===== config.mk =====
export PLATFORM = sky130hd
export DESIGN_NAME = rf3w_master
export DESIGN_NICKNAME = d
export VERILOG_FILES = /design/src/rtl/rf3w_pkg.sv /design/src/rtl/rf3w_clkgen.sv /design/src/rtl/rf3w_seq.sv /design/src/rtl/rf3w_shifter.sv /design/src/rtl/rf3w_master.sv
export SDC_FILE = /design/constraint.sdc
export NUM_CORES = 1
export LEC_CHECK = 0
export CAP_MARGIN = 20
export CORE_MARGIN = 2
export CORE_UTILIZATION = 52
export CTS_BUF_LIST = sky130_fd_sc_hd__clkbuf_16
export CTS_CLUSTER_DIAMETER = 40
export CTS_CLUSTER_SIZE = 25
export DETAILED_ROUTE_END_ITERATION = 6
export PLACE_DENSITY = 0.8
export REMOVE_ABC_BUFFERS = 1
export SYNTH_ARGS = -nofsm -noshare
export SYNTH_HDL_FRONTEND = slang
export SYNTH_SLANG_ARGS = --single-unit

===== constraint.sdc =====
create_clock -name clk_i -period 2.6 [get_ports clk_i]
set_clock_uncertainty 0.1 [all_clocks]
set_input_delay 0.65 -clock clk_i [delete_from_list [all_inputs] [get_ports clk_i]]
set_output_delay 0.65 -clock clk_i [all_outputs]
set_load 0.01 [all_outputs]

===== src/rtl/rf3w_pkg.sv =====
package rf3w_pkg;
  typedef enum logic [2:0] {
    ST_IDLE,
    ST_ADDR,
    ST_WDATA,
    ST_STROBE,
    ST_RDATA
  } rf3w_state_e;

  function automatic int unsigned frame_slots(int unsigned aw, int unsigned dw);
    return aw + dw + 1;
  endfunction
endpackage


===== src/rtl/rf3w_clkgen.sv =====
module rf3w_clkgen #(
  parameter int unsigned CLK_DIV = 4
) (
  input  logic clk_i,
  input  logic rst_ni,
  input  logic run_i,
  output logic sclk_o,
  output logic rise_o,
  output logic fall_o
);
  localparam int unsigned HALF = CLK_DIV / 2;
  localparam int unsigned PH_W = (CLK_DIV > 2) ? $clog2(CLK_DIV) : 1;
  localparam logic [PH_W-1:0] PH_LAST = PH_W'(CLK_DIV - 1);
  localparam logic [PH_W-1:0] PH_MID  = PH_W'(HALF - 1);

  logic [PH_W-1:0] ph_q;
  logic            sclk_q;

  always_ff @(posedge clk_i or negedge rst_ni) begin
    if (!rst_ni) begin
      ph_q   <= '0;
      sclk_q <= 1'b0;
    end else if (!run_i) begin
      ph_q   <= '0;
      sclk_q <= 1'b0;
    end else if (ph_q == PH_LAST) begin
      ph_q   <= '0;
      sclk_q <= 1'b0;
    end else begin
      ph_q <= ph_q + 1'b1;
      if (ph_q == PH_MID) sclk_q <= 1'b1;
    end
  end

  // strobes mark the cycle whose closing edge moves the shift clock
  assign rise_o = run_i && (ph_q == PH_MID);
  assign fall_o = run_i && (ph_q == PH_LAST);
  assign sclk_o = sclk_q;
endmodule


===== src/rtl/rf3w_seq.sv =====
module rf3w_seq
  import rf3w_pkg::*;
#(
  parameter int unsigned ADDR_W = 8,
  parameter int unsigned DATA_W = 16
) (
  input  logic clk_i,
  input  logic rst_ni,
  input  logic en_i,
  input  logic start_i,
  input  logic rd_i,
  input  logic rise_i,
  input  logic fall_i,
  output logic accept_o,
  output logic shift_o,
  output logic capture_o,
  output logic busy_o,
  output logic done_o,
  output logic sle_o,
  output logic drive_o
);
  localparam int unsigned MAXW  = (ADDR_W > DATA_W) ? ADDR_W : DATA_W;
  localparam int unsigned CNT_W = $clog2(MAXW);
  localparam logic [CNT_W-1:0] A_LAST = CNT_W'(ADDR_W - 1);
  localparam logic [CNT_W-1:0] D_LAST = CNT_W'(DATA_W - 1);

  rf3w_state_e      state_q;
  logic [CNT_W-1:0] cnt_q;
  logic             rd_q, done_q, sle_q, drive_q;

  assign accept_o = start_i && en_i && (state_q == ST_IDLE);

  always_ff @(posedge clk_i or negedge rst_ni) begin
    if (!rst_ni) begin
      state_q <= ST_IDLE;
      cnt_q   <= '0;
      rd_q    <= 1'b0;
      done_q  <= 1'b0;
      sle_q   <= 1'b0;
      drive_q <= 1'b0;
    end else begin
      done_q <= 1'b0;
      if (accept_o) begin
        state_q <= ST_ADDR;
        cnt_q   <= '0;
        rd_q    <= rd_i;
        drive_q <= 1'b1;
      end else if (fall_i) begin
        unique case (state_q)
          ST_ADDR: begin
            if (cnt_q == A_LAST) begin
              cnt_q <= '0;
              if (rd_q) begin
                // release the line before the turnaround edge
                state_q <= ST_STROBE;
                sle_q   <= 1'b1;
                drive_q <= 1'b0;
              end else begin
                state_q <= ST_WDATA;
              end
            end else begin
              cnt_q <= cnt_q + 1'b1;
            end
          end
          ST_WDATA: begin
            if (cnt_q == D_LAST) begin
              cnt_q   <= '0;
              state_q <= ST_STROBE;
              sle_q   <= 1'b1;
              drive_q <= 1'b0;
            end else begin
              cnt_q <= cnt_q + 1'b1;
            end
          end
          ST_STROBE: begin
            sle_q <= 1'b0;
            if (rd_q) begin
              state_q <= ST_RDATA;
            end else begin
              state_q <= ST_IDLE;
              done_q  <= 1'b1;
            end
          end
          ST_RDATA: begin
            if (cnt_q == D_LAST) begin
              state_q <= ST_IDLE;
              done_q  <= 1'b1;
              cnt_q   <= '0;
            end else begin
              cnt_q <= cnt_q + 1'b1;
            end
          end
          default: state_q <= ST_IDLE;
        endcase
      end
    end
  end

  assign shift_o   = fall_i && ((state_q == ST_ADDR) || (state_q == ST_WDATA));
  assign capture_o = rise_i && (state_q == ST_RDATA);
  assign busy_o    = (state_q != ST_IDLE);
  assign done_o    = done_q;
  assign sle_o     = sle_q;
  assign drive_o   = drive_q;
endmodule


===== src/rtl/rf3w_shifter.sv =====
module rf3w_shifter #(
  parameter int unsigned ADDR_W = 8,
  parameter int unsigned DATA_W = 16
) (
  input  logic              clk_i,
  input  logic              rst_ni,
  input  logic              load_i,
  input  logic [ADDR_W-1:0] addr_i,
  input  logic [DATA_W-1:0] wdata_i,
  input  logic              shift_i,
  input  logic              capture_i,
  input  logic              sdat_i,
  output logic              sdat_o,
  output logic [DATA_W-1:0] rdata_o
);
  localparam int unsigned TX_W = ADDR_W + DATA_W;

  logic [TX_W-1:0]   tx_q;
  logic [DATA_W-1:0] rx_q;

  always_ff @(posedge clk_i or negedge rst_ni) begin
    if (!rst_ni) begin
      tx_q <= '0;
    end else if (load_i) begin
      tx_q <= {addr_i, wdata_i};
    end else if (shift_i) begin
      tx_q <= {tx_q[TX_W-2:0], 1'b0};
    end
  end

  always_ff @(posedge clk_i or negedge rst_ni) begin
    if (!rst_ni) begin
      rx_q <= '0;
    end else if (capture_i) begin
      rx_q <= {rx_q[DATA_W-2:0], sdat_i};
    end
  end

  assign sdat_o  = tx_q[TX_W-1];
  assign rdata_o = rx_q;
endmodule


===== src/rtl/rf3w_master.sv =====
module rf3w_master #(
  parameter int unsigned CLK_DIV = 4,
  parameter int unsigned ADDR_W  = 8,
  parameter int unsigned DATA_W  = 16
) (
  input  logic              clk_i,
  input  logic              rst_ni,
  input  logic              en_i,
  input  logic              start_i,
  input  logic              rd_i,
  input  logic [ADDR_W-1:0] addr_i,
  input  logic [DATA_W-1:0] wdata_i,
  output logic [DATA_W-1:0] rdata_o,
  output logic              done_o,
  output logic              busy_o,
  output logic              sclk_o,
  output logic              sclk_oe_o,
  output logic              sle_o,
  output logic              sle_oe_o,
  output logic              sdat_o,
  output logic              sdat_oe_o,
  input  logic              sdat_i
);
  logic rise, fall, accept, shift, capture, drive;

  rf3w_clkgen #(.CLK_DIV(CLK_DIV)) u_clkgen (
    .clk_i  (clk_i),
    .rst_ni (rst_ni),
    .run_i  (busy_o),
    .sclk_o (sclk_o),
    .rise_o (rise),
    .fall_o (fall)
  );

  rf3w_seq #(.ADDR_W(ADDR_W), .DATA_W(DATA_W)) u_seq (
    .clk_i     (clk_i),
    .rst_ni    (rst_ni),
    .en_i      (en_i),
    .start_i   (start_i),
    .rd_i      (rd_i),
    .rise_i    (rise),
    .fall_i    (fall),
    .accept_o  (accept),
    .shift_o   (shift),
    .capture_o (capture),
    .busy_o    (busy_o),
    .done_o    (done_o),
    .sle_o     (sle_o),
    .drive_o   (drive)
  );

  rf3w_shifter #(.ADDR_W(ADDR_W), .DATA_W(DATA_W)) u_shift (
    .clk_i     (clk_i),
    .rst_ni    (rst_ni),
    .load_i    (accept),
    .addr_i    (addr_i),
    .wdata_i   (wdata_i),
    .shift_i   (shift),
    .capture_i (capture),
    .sdat_i    (sdat_i),
    .sdat_o    (sdat_o),
    .rdata_o   (rdata_o)
  );

  assign sclk_oe_o = en_i;
  assign sle_oe_o  = en_i;
  assign sdat_oe_o = en_i && drive;
endmodule


==> qor.json, run 1 <==
{
  "outcome": {"value": "completed"},
  "initial_utilization": {"value": 54.7, "unit": "%"},
  "place.detailed.hpwl": {"value": 3450, "unit": "µm"},
  "period_minus_slack": {"value": 2.57, "unit": "ns"},
  "cts.reportedPaths.clkPinSlew": {"value": 0.06, "unit": "ns"},
  "setup_fix_buffers_added_after_clock_tree_synthesis": {"value": 0},
  "final_hold_vio_count": {"value": 0},
  "detail_route.vias_per_cell": {"value": 5.33},
  "count_of_clock_tree_sinks": {"value": 54},
  "tritoncts.num_buffers": {"value": 5},
  "setup_violations": {"value": 0},
  "detailed_place.area": {"value": 3420, "unit": "µm²"},
  "grt_max_degree": {"value": 55},
  "worst_ep_arrival_time": {"value": 1.82, "unit": "ns"},
  "post-route-period-util": {"value": 99.0, "unit": "%"},
  "layout.nets": {"value": 295},
  "timing.max_cap.violations": {"value": 0},
  "cp_max_fo": {"value": 5},
  "die_height": {"value": 77.8, "unit": "µm"},
  "synth-seq-area-share": {"value": 47.8, "unit": "%"},
  "synth.ff_latch_count": {"value": 54},
  "fp-row-count": {"value": 26},
  "startpoint_class_of_the_critical_path": {"value": "input pin"},
  "regToRegStartpoint": {"value": "u_clkgen.ph_q[0]$_DFF_PN0_"},
  "holdBufCountCts": {"value": 0},
  "grt_setup_unrepaired": {"value": "false"},
  "relSlewSlack": {"value": 69.4, "unit": "%"},
  "syn_area": {"value": 2830, "unit": "µm²"},
  "place_inst": {"value": 325},
  "detailedRoute.firstPassIterationCount": {"value": 4},
  "netlist-cell-type-count": {"value": 44},
  "areaGrowthSynthToFinish": {"value": 27.0, "unit": "%"},
  "min_hold_slack": {"value": 0.258, "unit": "ns"},
  "die-width": {"value": 77.8, "unit": "µm"},
  "netlist_instances": {"value": 207},
  "drt_iter0_drc": {"value": 88},
  "synth.avg_cell_area": {"value": 13.7, "unit": "µm²"},
  "final_area": {"value": 3590, "unit": "µm²"},
  "global_route.usage.total": {"value": 17.6, "unit": "%"},
  "grt_remaining_overflow": {"value": 0},
  "antenna_cells": {"value": 0},
  "io-pin-count": {"value": 54},
  "worst_pin_slew": {"value": 0.457, "unit": "ns"},
  "final.fill_count": {"value": 361},
  "synth_ff_type": {"value": "sky130_fd_sc_hd__dfrtp_1"},
  "hold_path.class": {"value": "input pin to async pin"},
  "post_synthesis_async_set_or_reset_flop_share": {"value": 100, "unit": "%"},
  "vias": {"value": 1776},
  "detail_route.wl_per_cell": {"value": 15.3, "unit": "µm"},
  "yosys_warnings": {"value": 0},
  "die-area": {"value": 6050, "unit": "µm²"},
  "clock_tree.htree_level_count": {"value": 2},
  "placeableCoreArea": {"value": 5170, "unit": "µm²"},
  "area_taken_by_flip_flops_and_latches": {"value": 1350, "unit": "µm²"},
  "via_count_of_the_first_global_routing_pass": {"value": 1689},
  "gp_congestion": {"value": 0.838},
  "drt-total-wl": {"value": 5110, "unit": "µm"},
  "r2r_setup_slack": {"value": 0.39, "unit": "ns"},
  "mostFrequentLayoutCell": {"value": "sky130_fd_sc_hd__dfrtp_1"},
  "layout.cells.most_common_list": {"value": "54 x sky130_fd_sc_hd__dfrtp_1, 51 x sky130_fd_sc_hd__clkdlybuf4s50_1, 39 x sky130_fd_sc_hd__mux2_4"},
  "clockBufferDepth": {"value": 2},
  "final.setup.tns": {"value": 0, "unit": "ns"},
  "r2r_cells": {"value": 6},
  "multi_input_comb_area": {"value": 1310, "unit": "µm²"},
  "synth_edf_count": {"value": 0},
  "final-instance-count-excl-fill": {"value": 333},
  "timing.final.max_slew_violations": {"value": 0},
  "kind_of_capture_point_of_the_worst_setup_path": {"value": "primary output"},
  "clk_lat_worst_skew": {"value": 0.29, "unit": "ns"},
  "finish.utilization": {"value": 69.4, "unit": "%"},
  "worst_r2r_endpoint": {"value": "u_shift.tx_q[2]$_DFFE_PN0P_"},
  "fraction_of_final_layout_cells_with_drive_strength_greater_than_1": {"value": 29.7, "unit": "%"},
  "cp_data_required_time": {"value": 1.85, "unit": "ns"},
  "max_freq": {"value": 389, "unit": "MHz"},
  "cts.root.buffer_cell": {"value": "sky130_fd_sc_hd__clkbuf_16"},
  "grt_pass1_wl": {"value": 8460, "unit": "µm"},
  "number_of_antenna_violations_at_the_first_check_in_global_routing": {"value": 0},
  "maximum_vdd_drop": {"value": 255, "unit": "µV"},
  "drc_errors": {"value": 0},
  "antenna_violating_nets_post_route": {"value": 0},
  "placement.io_buffers": {"value": 53},
  "static-leakage-power": {"value": 1.65, "unit": "nW"},
  "power_density": {"value": 461, "unit": "nW/µm²"},
  "cts_tree": {"value": "built"},
  "timing_worst_setup_path_type": {"value": "input pin to primary output"}
}
[kinds of logic after synthesis]
| kind of cell | count (synthesis) | share of synthesized area [%] |
|---|---|---|
| buffers and inverters | 21 | 5.97 |
| and+or+nand+nor | 38 | 7.25 |
| DFF | 54 | 47.8 |
| xor gates and xnor gates | 3 | 0.929 |
| adders and majority gates | 3 | 1.33 |
| AOI/OAI and AO/OA | 23 | 5.79 |
| muxes | 65 | 31.0 |
[synth_stat cells, types with 2 or more instances]
| master | instances | area, µm² |
|---|---|---|
| sky130_fd_sc_hd__nor3_1 | 4 | 20.0 |
| sky130_fd_sc_hd__buf_6 | 5 | 56.3 |
| sky130_fd_sc_hd__xor2_1 | 2 | 17.5 |
| sky130_fd_sc_hd__mux2_4 | 39 | 586 |
| sky130_fd_sc_hd__a21oi_1 | 6 | 30.0 |
| sky130_fd_sc_hd__and2_1 | 2 | 12.5 |
| sky130_fd_sc_hd__mux2i_1 | 2 | 20.0 |
| sky130_fd_sc_hd__nand3_1 | 2 | 10.0 |
| sky130_fd_sc_hd__o21ai_0 | 5 | 25.0 |
| sky130_fd_sc_hd__buf_2 | 2 | 10.0 |
| sky130_fd_sc_hd__nor2_1 | 9 | 33.8 |
| sky130_fd_sc_hd__mux2_2 | 15 | 169 |
| sky130_fd_sc_hd__mux2_1 | 9 | 101 |
| sky130_fd_sc_hd__inv_1 | 5 | 18.8 |
| sky130_fd_sc_hd__dfrtp_1 | 54 | 1350 |
| sky130_fd_sc_hd__ha_1 | 3 | 37.5 |
| sky130_fd_sc_hd__buf_12 | 2 | 40.0 |
| sky130_fd_sc_hd__buf_4 | 4 | 30.0 |
| sky130_fd_sc_hd__clkbuf_1 | 2 | 7.51 |
| sky130_fd_sc_hd__a31oi_1 | 3 | 18.8 |
| sky130_fd_sc_hd__nand2_1 | 9 | 33.8 |
[how the worst max path moves through the flow]
| stage | slack, ns | endpoint | startpoint | cells past startpoint |
|---|---|---|---|---|
| 2_1_floorplan | -0.08 | u_shift.tx_q[1]$_DFFE_PN0P_ | u_clkgen.ph_q[0]$_DFF_PN0_ | 5 |
| 3_3_place_gp | 0.01 | sdat_oe_o | en_i | 3 |
| 3_5_place_dp | 0.006 | u_shift.tx_q[1]$_DFFE_PN0P_ | en_i | 6 |
| 4_1_cts | 0.009 | sle_oe_o | en_i | 3 |
| 5_1_grt | 0.002 | sle_oe_o | en_i | 3 |
| 6_report | 0.03 | sle_oe_o | en_i | 3 |
[state kept, by name, summed over array words and instances, names as in the netlist]
signal,count
u_clkgen.ph_q,2
u_seq.state_q,3
u_seq.done_o,1
u_seq.rd_q,1
u_clkgen.sclk_o,1
u_seq.drive_o,1
u_shift.rdata_o,16
u_seq.sle_o,1
u_seq.cnt_q,4
u_shift.tx_q,24
[power breakdown]
group / switching [mW] / total, mW / internal (mW)
sequential: 0.00113 / 0.842 / 0.841
combinational: 0.0290 / 0.0776 / 0.0487
clock: 0.287 / 0.737 / 0.451
[layer usage]
metal | wire [µm] | GRT usage (%) | vias to the layer above
li1 | - | - | 843
met1 | 2460 | 25.2 | 871
met2 | 2380 | 27.2 | 56
met3 | 222 | 4.42 | 6
met4 | 49 | 3.39 | 0
met5 | 0 | 0 | -
[final cells by class]
cell class | instances | area share, %
Multi-Input combinational cell | 132 | 36.4
Sequential cell | 54 | 37.6
Clock buffer | 5 | 3.48
Timing Repair Buffer | 63 | 18.2
Clock inverter | 3 | 1.15
Tap cell | 70 | 2.44
Inverter | 6 | 0.697
[stage by stage]
stage          worst slack (ns)  total power [mW]
4_1_cts                 0.00946              1.68
5_1_grt                 0.00183              1.72
2_1_floorplan           -0.0756             0.863
3_5_place_dp            0.00578             0.938
6_report                 0.0267              1.66
3_3_place_gp            0.00985             0.937
[critical path, cell delays in order]
cell and delay, ns:
sky130_fd_sc_hd__clkdlybuf4s50_1 0.49, sky130_fd_sc_hd__buf_4 0.15, sky130_fd_sc_hd__clkdlybuf4s50_1 0.54
[repair_timing]
| action | 4_1_cts | 5_1_grt |
|---|---|---|
| hold endpoints to repair | 0 | 0 |
| resized for setup | 0 | 1 |
| setup endpoints to repair | 0 | 1 |
Power figures use the tool's default switching activity.
==> run 2: changes to the inputs <==
--- a/config.mk
+++ b/config.mk
@@ -5,9 +5,10 @@
 export SDC_FILE = /design/constraint.sdc
 export NUM_CORES = 1
 export LEC_CHECK = 0
+export ABC_AREA = 1
 export CAP_MARGIN = 20
 export CORE_MARGIN = 2
-export CORE_UTILIZATION = 52
+export CORE_UTILIZATION = 51
 export CTS_BUF_LIST = sky130_fd_sc_hd__clkbuf_16
 export CTS_CLUSTER_DIAMETER = 40
 export CTS_CLUSTER_SIZE = 25
==> constraint.sdc (replaced) <==
create_clock -name clk_i -period 2.9 [get_ports clk_i]
set_clock_uncertainty 0.1 [all_clocks]
set_input_delay 0.725 -clock clk_i [delete_from_list [all_inputs] [get_ports clk_i]]
set_output_delay 0.725 -clock clk_i [all_outputs]
set_load 0.01 [all_outputs]
==> qor.json, run 2 <==
{
  "timing_worst_setup_path_type": {"value": "input pin to primary output"},
  "yosys_warnings": {"value": 0},
  "fp-row-count": {"value": 26},
  "synth_edf_count": {"value": 0},
  "die-area": {"value": 5750, "unit": "µm²"},
  "clockBufferDepth": {"value": 2},
  "period_minus_slack": {"value": 2.69, "unit": "ns"},
  "synth.ff_latch_count": {"value": 54},
  "mostFrequentLayoutCell": {"value": "sky130_fd_sc_hd__nand2_1"},
  "max_freq": {"value": 372, "unit": "MHz"},
  "min_hold_slack": {"value": 0.227, "unit": "ns"},
  "post_synthesis_async_set_or_reset_flop_share": {"value": 100, "unit": "%"},
  "drt_iter0_drc": {"value": 140},
  "synth.avg_cell_area": {"value": 7.86, "unit": "µm²"},
  "power": {"value": 2.47, "unit": "mW"},
  "layout.cells.most_common_list": {"value": "109 x sky130_fd_sc_hd__nand2_1, 54 x sky130_fd_sc_hd__dfrtp_1, 52 x sky130_fd_sc_hd__clkdlybuf4s50_1"},
  "grt_remaining_overflow": {"value": 0},
  "final.setup.tns": {"value": 0, "unit": "ns"},
  "synth-seq-area-share": {"value": 51.3, "unit": "%"},
  "finish.utilization": {"value": 66.3, "unit": "%"},
  "critical_path.n_buffers_inverters": {"value": 3},
  "detail_route.wl_per_cell": {"value": 11.9, "unit": "µm"},
  "post-route-period-util": {"value": 92.8, "unit": "%"},
  "cp_cell_sequence": {"value": "clkdlybuf4s50_1, nand2_1, inv_1, clkdlybuf4s50_1"},
  "worst_path_most_repeated_cell": {"value": "sky130_fd_sc_hd__clkdlybuf4s50_1"},
  "via_count_of_the_first_global_routing_pass": {"value": 2184},
  "count_of_clock_tree_sinks": {"value": 54},
  "gp_congestion": {"value": 0.874},
  "grt_setup_unrepaired": {"value": "false"},
  "timing.final.max_slew_violations": {"value": 0},
  "final_area": {"value": 3340, "unit": "µm²"},
  "synth_cell_count_leaders": {"value": "109 x sky130_fd_sc_hd__nand2_1, 54 x sky130_fd_sc_hd__dfrtp_1, 40 x sky130_fd_sc_hd__inv_1, 33 x sky130_fd_sc_hd__nand3_1, 32 x sky130_fd_sc_hd__o21ai_1"},
  "placement.io_buffers": {"value": 53},
  "number_of_antenna_violations_at_the_first_check_in_global_routing": {"value": 0},
  "maximum_vdd_drop": {"value": 458, "unit": "µV"},
  "worst_ep_arrival_time": {"value": 1.87, "unit": "ns"},
  "layout.nets": {"value": 418},
  "yosysMostFrequentCell": {"value": "sky130_fd_sc_hd__nand2_1"},
  "tritoncts.num_buffers": {"value": 5},
  "drc_errors": {"value": 0},
  "synth_ff_type": {"value": "sky130_fd_sc_hd__dfrtp_1"},
  "antenna_cells": {"value": 0},
  "static-leakage-power": {"value": 1.64, "unit": "nW"},
  "setup_fix_buffers_added_after_clock_tree_synthesis": {"value": 0},
  "drt-total-wl": {"value": 5430, "unit": "µm"},
  "grt_pass1_wl": {"value": 9370, "unit": "µm"},
  "die_height": {"value": 75.8, "unit": "µm"},
  "antenna_violating_nets_post_route": {"value": 0},
  "largest-register": {"value": "u_shift.tx_q"},
  "io-pin-count": {"value": 54},
  "holdBufCountCts": {"value": 0},
  "die-width": {"value": 75.8, "unit": "µm"},
  "initial_utilization": {"value": 52.2, "unit": "%"},
  "kind_of_capture_point_of_the_worst_setup_path": {"value": "primary output"},
  "slowest_delay": {"value": 0.52, "unit": "ns"},
  "final_hold_vio_count": {"value": 0},
  "detailed_place.area": {"value": 3210, "unit": "µm²"},
  "netlist_instances": {"value": 335},
  "cp_data_required_time": {"value": 2.08, "unit": "ns"},
  "timing.max_cap.violations": {"value": 0},
  "detail_route.vias_per_cell": {"value": 5.01},
  "synth_area_leader_cell": {"value": "sky130_fd_sc_hd__dfrtp_1"},
  "netlist-cell-type-count": {"value": 22},
  "setup_violations": {"value": 0},
  "outcome": {"value": "completed"},
  "critical_path.top_delay_family": {"value": "buffers and inverters"},
  "grt_max_degree": {"value": 46},
  "cts.reportedPaths.clkPinSlew": {"value": 0.06, "unit": "ns"},
  "cts_tree": {"value": "built"},
  "areaGrowthSynthToFinish": {"value": 26.9, "unit": "%"},
  "clock_tree.htree_level_count": {"value": 2},
  "relSlewSlack": {"value": 61.0, "unit": "%"},
  "syn_area": {"value": 2630, "unit": "µm²"},
  "detailedRoute.firstPassIterationCount": {"value": 5},
  "hold_path.class": {"value": "input pin to async pin"},
  "cp_max_fo": {"value": 4},
  "startpoint_class_of_the_critical_path": {"value": "input pin"},
  "fraction_of_final_layout_cells_with_drive_strength_greater_than_1": {"value": 4.94, "unit": "%"},
  "flip_flop_count_of_the_largest_register_after_layout": {"value": 24},
  "cts.root.buffer_cell": {"value": "sky130_fd_sc_hd__clkbuf_16"},
  "vias": {"value": 2281},
  "postCtsResizedCells": {"value": 0},
  "clk_lat_worst_skew": {"value": 0.29, "unit": "ns"},
  "final.fill_count": {"value": 433},
  "worst_path_cell_with_the_longest_stage_delay": {"value": "sky130_fd_sc_hd__clkdlybuf4s50_1"},
  "yosys-top-cells-area": {"value": "sky130_fd_sc_hd__dfrtp_1 51%, sky130_fd_sc_hd__nand2_1 16%, sky130_fd_sc_hd__nand3_1 6.3%, sky130_fd_sc_hd__o21ai_1 6.1%, sky130_fd_sc_hd__inv_1 5.7%"},
  "place.detailed.hpwl": {"value": 3830, "unit": "µm"},
  "power_density": {"value": 740, "unit": "nW/µm²"},
  "worst_pin_slew": {"value": 0.584, "unit": "ns"},
  "synth_top_area_share": {"value": 51.3, "unit": "%"},
  "placeableCoreArea": {"value": 5040, "unit": "µm²"},
  "global_route.usage.total": {"value": 21.4, "unit": "%"}
}
## run 2: changes by cell type after synthesis, sizes merged, moves of 2 or more
cell	previous run	this run
a21oi	6	3
nor2	10	17
inv	6	41
mux2i	2	0
a31oi	3	0
buf	13	15
mux2	63	0
nand3	2	33
nor3	5	1
o21ai	5	52
and3	2	0
and2	2	0
nand2	9	111
## run 2: worst reg2reg max path, delay by kind of cell, from the launching register on
kind,cells,cell delay [ns]
AND/OR/NAND/NOR,4,0.93
flip-flops,1,0.47
buffers and inverters,1,0.22
AO/OA/AOI/OAI,1,0.05
## run 2: routing by layer
layer	vias up	track usage, %	wire length, µm
met1	1040	26.7	2360
met5	-	0	0
li1	1151	-	-
met3	6	4.63	369
met4	0	5.26	63
met2	84	37.6	2640
## run 2: path summary, 6_finish.rpt
check                                              from  cells after the start                         endpoint  slack (ns)
max                                                en_i                      4                        sdat_oe_o        0.21
min                                              rst_ni                      1     u_shift.tx_q[10]$_DFFE_PN0P_        0.23
max reg2reg                u_seq.state_q[1]$_DFFE_PN0P_                      6  u_shift.rdata_o[14]$_DFFE_PN0P_        0.98
min reg2reg                  u_clkgen.ph_q[0]$_DFF_PN0_                      1       u_clkgen.ph_q[0]$_DFF_PN0_        0.38
max in group asynchronous                        rst_ni                      2     u_seq.state_q[0]$_DFFE_PN0P_        1.87
min in group clk_i           u_clkgen.ph_q[0]$_DFF_PN0_                      1       u_clkgen.ph_q[0]$_DFF_PN0_        0.38
## run 2: cell type report
cell class                      count  area [µm²]  area share [%]
Multi-Input combinational cell    224        1020            30.4
Timing Repair Buffer               59         596            17.8
Sequential cell                    54        1350            40.4
Clock inverter                      2        11.3           0.337
Clock buffer                        5         125            3.74
Tap cell                           70        87.6            2.62
Inverter                           41         154            4.61
## run 2: kinds of logic after synthesis
group	share of synthesized area [%]
AOI/OAI and AO/OA	10.5
xor gates and xnor gates	0.333
adders and majority gates	1.43
buffers and inverters	10.0
DFF	51.3
and+or+nand+nor	26.4
## run 2: per-stage QoR
stage	instances	worst slack [ns]
finish	455	0.209
floorplan	319	0.764
detailed placement	448	0.209
global route	455	0.151
CTS	455	0.204
global placement	448	0.212
## run 2: power by group
group	switching [mW]	total (mW)	internal, mW
combinational	0.506	0.859	0.353
clock	0.249	0.561	0.312
sequential	0.104	1.05	0.948
